<file path="config.mk">
export PLATFORM = sky130hd
export DESIGN_NAME = banked_cs_decoder
export DESIGN_NICKNAME = d
export VERILOG_FILES = /design/src/rtl/banked_cs_pkg.sv /design/src/rtl/region_match.sv /design/src/rtl/lane_select.sv /design/src/rtl/block_decoder.sv /design/src/rtl/banked_cs_decoder.sv
export SDC_FILE = /design/constraint.sdc
export NUM_CORES = 1
export LEC_CHECK = 0
export ABC_AREA = 1
export BUFFER_PORTS_ARGS = -buffer_cell sky130_fd_sc_hd__buf_2
export CAP_MARGIN = 25
export CELL_PAD_IN_SITES_DETAIL_PLACEMENT = 0
export CELL_PAD_IN_SITES_GLOBAL_PLACEMENT = 1
export CORE_MARGIN = 3
export CORE_UTILIZATION = 13
export DETAILED_ROUTE_END_ITERATION = 6
export PLACE_DENSITY = 0.8
export SLEW_MARGIN = 20
export SYNTH_ARGS = -nofsm -noshare
export SYNTH_HDL_FRONTEND = slang
export SYNTH_SLANG_ARGS = --single-unit
</file>
<file path="constraint.sdc">
create_clock -name vclk -period 0.8
set_input_delay 0.08 -clock vclk [all_inputs]
set_output_delay 0.08 -clock vclk [all_outputs]
set_load 0.1 [all_outputs]
</file>
<file path="src/rtl/banked_cs_pkg.sv">
package banked_cs_pkg;

   localparam int unsigned DEF_ADDR_W   = 20;
   localparam int unsigned DEF_REGION_W = 4;
   localparam int unsigned DEF_BLK_W    = 3;

   typedef enum logic [1:0] {
      ACC_IDLE  = 2'b00,
      ACC_READ  = 2'b01,
      ACC_WRITE = 2'b10,
      ACC_CLASH = 2'b11
   } acc_kind_e;

   function automatic acc_kind_e classify(input logic rd_n, input logic wr_n);
      return acc_kind_e'({~wr_n, ~rd_n});
   endfunction

endpackage

</file>
<file path="src/rtl/region_match.sv">
module region_match #(
   parameter int unsigned REGION_W    = 4,
   parameter bit          FULL_DECODE = 1'b1
) (
   input  logic [REGION_W-1:0] top_bits_i,
   input  logic [REGION_W-1:0] code_i,
   output logic                hit_o
);
   logic [REGION_W-1:0] cmp_mask;

   generate
      if (FULL_DECODE) begin : g_full
         assign cmp_mask = '1;
      end else begin : g_partial
         assign cmp_mask = {{(REGION_W-1){1'b1}}, 1'b0};
      end
   endgenerate

   assign hit_o = ((top_bits_i ^ code_i) & cmp_mask) == '0;
endmodule

</file>
<file path="src/rtl/lane_select.sv">
module lane_select (
   input  logic en_i,
   input  logic a0_i,
   input  logic bhe_n_i,
   output logic even_cs_n_o,
   output logic odd_cs_n_o
);
   assign even_cs_n_o = ~(en_i & ~a0_i);
   assign odd_cs_n_o  = ~(en_i & ~bhe_n_i);
endmodule

</file>
<file path="src/rtl/block_decoder.sv">
module block_decoder #(
   parameter int unsigned SEL_W = 3,
   localparam int unsigned OUT_N = 1 << SEL_W
) (
   input  logic             en_i,
   input  logic [SEL_W-1:0] sel_i,
   output logic [OUT_N-1:0] cs_n_o
);
   generate
      for (genvar k = 0; k < OUT_N; k++) begin : g_out
         assign cs_n_o[k] = ~(en_i && (sel_i == SEL_W'(k)));
      end
   endgenerate
endmodule

</file>
<file path="src/rtl/banked_cs_decoder.sv">
module banked_cs_decoder
   import banked_cs_pkg::*;
#(
   parameter int unsigned ADDR_W      = DEF_ADDR_W,
   parameter int unsigned REGION_W    = DEF_REGION_W,
   parameter int unsigned BLK_W       = DEF_BLK_W,
   parameter bit          FULL_DECODE = 1'b1,
   parameter bit          ROM_EN      = 1'b1,
   localparam int unsigned BLK_N      = 1 << BLK_W,
   localparam int unsigned REGION_LO  = ADDR_W - REGION_W,
   localparam int unsigned BLK_LO     = REGION_LO - BLK_W
) (
   input  logic [ADDR_W-1:0]   addr_i,
   input  logic                bhe_n_i,
   input  logic                rd_n_i,
   input  logic                wr_n_i,
   input  logic                word_i,
   input  logic [REGION_W-1:0] region_code_i,
   output logic                even_cs_n_o,
   output logic                odd_cs_n_o,
   output logic [BLK_N-1:0]    blk_cs_n_o,
   output logic                mem_oe_n_o,
   output logic                mem_we_n_o,
   output logic                misaligned_o
);
   generate
      if (REGION_W < 2 || BLK_W < 1 || BLK_LO < 2) begin : g_bad_widths
         $error("banked_cs_decoder: address too narrow for region and block fields");
      end
   endgenerate

   acc_kind_e kind;
   logic      active, reading, writing;
   logic      region_hit, rom_region, pair_en, rom_en;

   assign kind    = classify(rd_n_i, wr_n_i);
   assign reading = (kind == ACC_READ);
   assign writing = (kind == ACC_WRITE);
   assign active  = reading | writing;

   region_match #(.REGION_W(REGION_W), .FULL_DECODE(FULL_DECODE)) u_pair_match (
      .top_bits_i (addr_i[ADDR_W-1:REGION_LO]),
      .code_i     (region_code_i),
      .hit_o      (region_hit)
   );

   generate
      if (ROM_EN) begin : g_rom
         assign rom_region = &addr_i[ADDR_W-1:REGION_LO];
      end else begin : g_no_rom
         assign rom_region = 1'b0;
      end
   endgenerate

   assign pair_en = active & region_hit & ~rom_region;
   assign rom_en  = reading & rom_region;

   lane_select u_lanes (
      .en_i        (pair_en),
      .a0_i        (addr_i[0]),
      .bhe_n_i     (bhe_n_i),
      .even_cs_n_o (even_cs_n_o),
      .odd_cs_n_o  (odd_cs_n_o)
   );

   block_decoder #(.SEL_W(BLK_W)) u_blocks (
      .en_i   (rom_en),
      .sel_i  (addr_i[REGION_LO-1:BLK_LO]),
      .cs_n_o (blk_cs_n_o)
   );

   assign mem_oe_n_o   = ~reading;
   assign mem_we_n_o   = ~writing;
   assign misaligned_o = active & word_i & addr_i[0];

   logic unused_addr_bits;
   assign unused_addr_bits = ^addr_i[BLK_LO-1:1];
endmodule

</file>
==> results.yml <==
synthesis:
  synth.top_cell.area_share_pct: 24.4
  yosys.area.top_type: "nand2_1"
  seq_area_frac_synth_pct: 0
  synth.area.top_cells: "nand2_1 24%, inv_1 23%, nor2_1 14%, ha_1 10%, nor2_4 9.1%"
  syn_nets: 83
  syn-instance-count: 53
  yosysUniqueCellTypes: 10
  synth_area_per_cell_um2: 4.65
  ys_warn_count: 0
  syn_area_um2: 246
pwr:
  p_leak_nw: 0.461
  power_frac_seq_pct: 0
  irDropWorstVdd_uv: 243
  swShare_pct: 55.8
  p_comb_share_pct: 100.0
  p_sw_uw: 224
  clkPwrFrac_pct: 0
  power_density_nw_per_um2: 411
  p_int_uw: 177
layout:
  regArea_um2: 0
  areaGrowthSynthToFinish_pct: 296
  nNetsFinal: 126
  drive_gt1_share_pct: 70.2
  seq_cells: 0
  mostFrequentLayoutCells: "16 x buf_12, 11 x inv_1, 10 x buf_2"
  clock_buffers: 0
  multi_input_area_um2: 369
  fillCellCount: 173
  n_antenna_cell: 0
  fin_util_pct: 55.3
  final_common_cell: "buf_12"
grt:
  grt_start_max_net_pins: 5
  grt_overflow_total: 0
  grt_pass1_wl_mm: 1.97
  grtUsageTotal_pct: 9.71
  grt_antenna_before_repair: 0
  grt_pass1_vias: 484
timing:
  setup_violations: 11
  period_share_pct: 132
  slew_headroom_pct: 89.0
  tightestPinTransition_ns: 0.165
  rsz0062_at_grt: "true"
  fmax_mhz: 947
  fin_tns_setup_ns: -1.99
  layout_min_cycle_time_ns: 1.06
  timing.final.ws_setup_ns: -0.256
  hold_violations: 0
  slew_viol_final: 0
run_status:
  violations: "negative setup slack"
  status: "finished with violations"
run:
  max-cap-violations: 0
clocking:
  holdBufCountCts: 0
  cts_setup_buffers: 0
place:
  gp_congestion: 0.710
  dp.final_hpwl_mm: 1.04
  io_buffers: 29
floorplanning:
  die_area_um2: 2450
  fp-row-count: 15
  start_util_pct: 14.0
  io_pins: 41
  die_w_um: 49.5
  core_um2: 1760
  die_y_um: 49.5
routing:
  route.vias.total: 446
  avgRoutedWirePerCell_um: 9.13
  drt_first_iter_violations: 0
  wl_mm: 1.09
  ant_nets: 0
  drc: 0
  viasPerCell: 3.75
  dr.pass1.iters: 1
min_path:
  hp-class: "in -> out"
critical_path:
  startpoint_type: "input port"
  critPathBufInv: 4
  endpoint_kind: "output pin"
  arrival_ns: 0.98
  cp_max_fo: 2
  max_stage_delay_ns: 0.21
  criticalPathCategory: "in -> out"
  crit_required_ns: 0.72
  crit_path_cell_trace: "buf_6 -> inv_4 -> ha_4 -> inv_2 -> nand2_2 -> nor2_2 -> nand4_1 -> buf_12"
  cp_slowest_cell: "buf_12"
  cpLargestDelayFamily: "buffers and inverters"
-- final cells by class --
type,instances,area share [%]
multi-input combinational,37,37.8
timing repair buffer,41,51.8
inverter,16,7.18
tap,25,3.21
-- Yosys cell counts (all sizes together) --
library cell and number:
nand2 17, inv 15, nor2 12, nand3 4, ha 2, nand4 2
clkinv 1
-- power groups by stage --
stage,sequential (mW),combinational [mW],clock (mW)
3_5_place_dp,0,0.367,0
6_report,0,0.401,0
2_1_floorplan,0,0.186,0
5_1_grt,0,0.431,0
4_1_cts,0,0.401,0
3_3_place_gp,0,0.359,0
-- per-layer routing --
metal,global-route usage [%],routed length (µm)
met3,0,58
met5,0,0
met4,0,0
met1,10.3,389
met2,21.6,638
-- through the flow --
stage	std cells	setup WS, ns	hold slack [ns]	instance area, µm²	total power [mW]
finish	119	-0.256	0.563	976	0.401
CTS	119	-0.291	0.564	967	0.401
detailed placement	119	-0.316	0.535	906	0.367
global route	119	-0.319	0.579	976	0.431
floorplan	53	-0.679	0.376	407	0.186
global placement	119	-0.290	0.519	906	0.359
-- cells by family after synthesis --
| family | share of synthesized area (%) |
|---|---|
| AND/OR/NAND/NOR | 65.5 |
| adder cells (fa/ha/maj) | 10.2 |
| buffers and inverters | 24.4 |
-- worst paths after layout --
kind | from | endpoint | slack [ns] | cells past startpoint
setup / recovery | rd_n_i | odd_cs_n_o | -0.26 | 8
hold / removal | addr_i[0] | misaligned_o | 0.56 | 4
-- worst min-delay path, cell delays in order --
cell and delay (ns):
buf_2 0.10, nand2_1 0.09, nor2_4 0.05, buf_12 0.15
-- timing repair --
| action | 4_1_cts | 5_1_grt |
|---|---|---|
| endpoints found under the setup margin | 13 | 13 |
| pin swaps | 10 | 5 |
| gates resized for setup | 15 | 2 |
(Power assumes the default switching activity.)
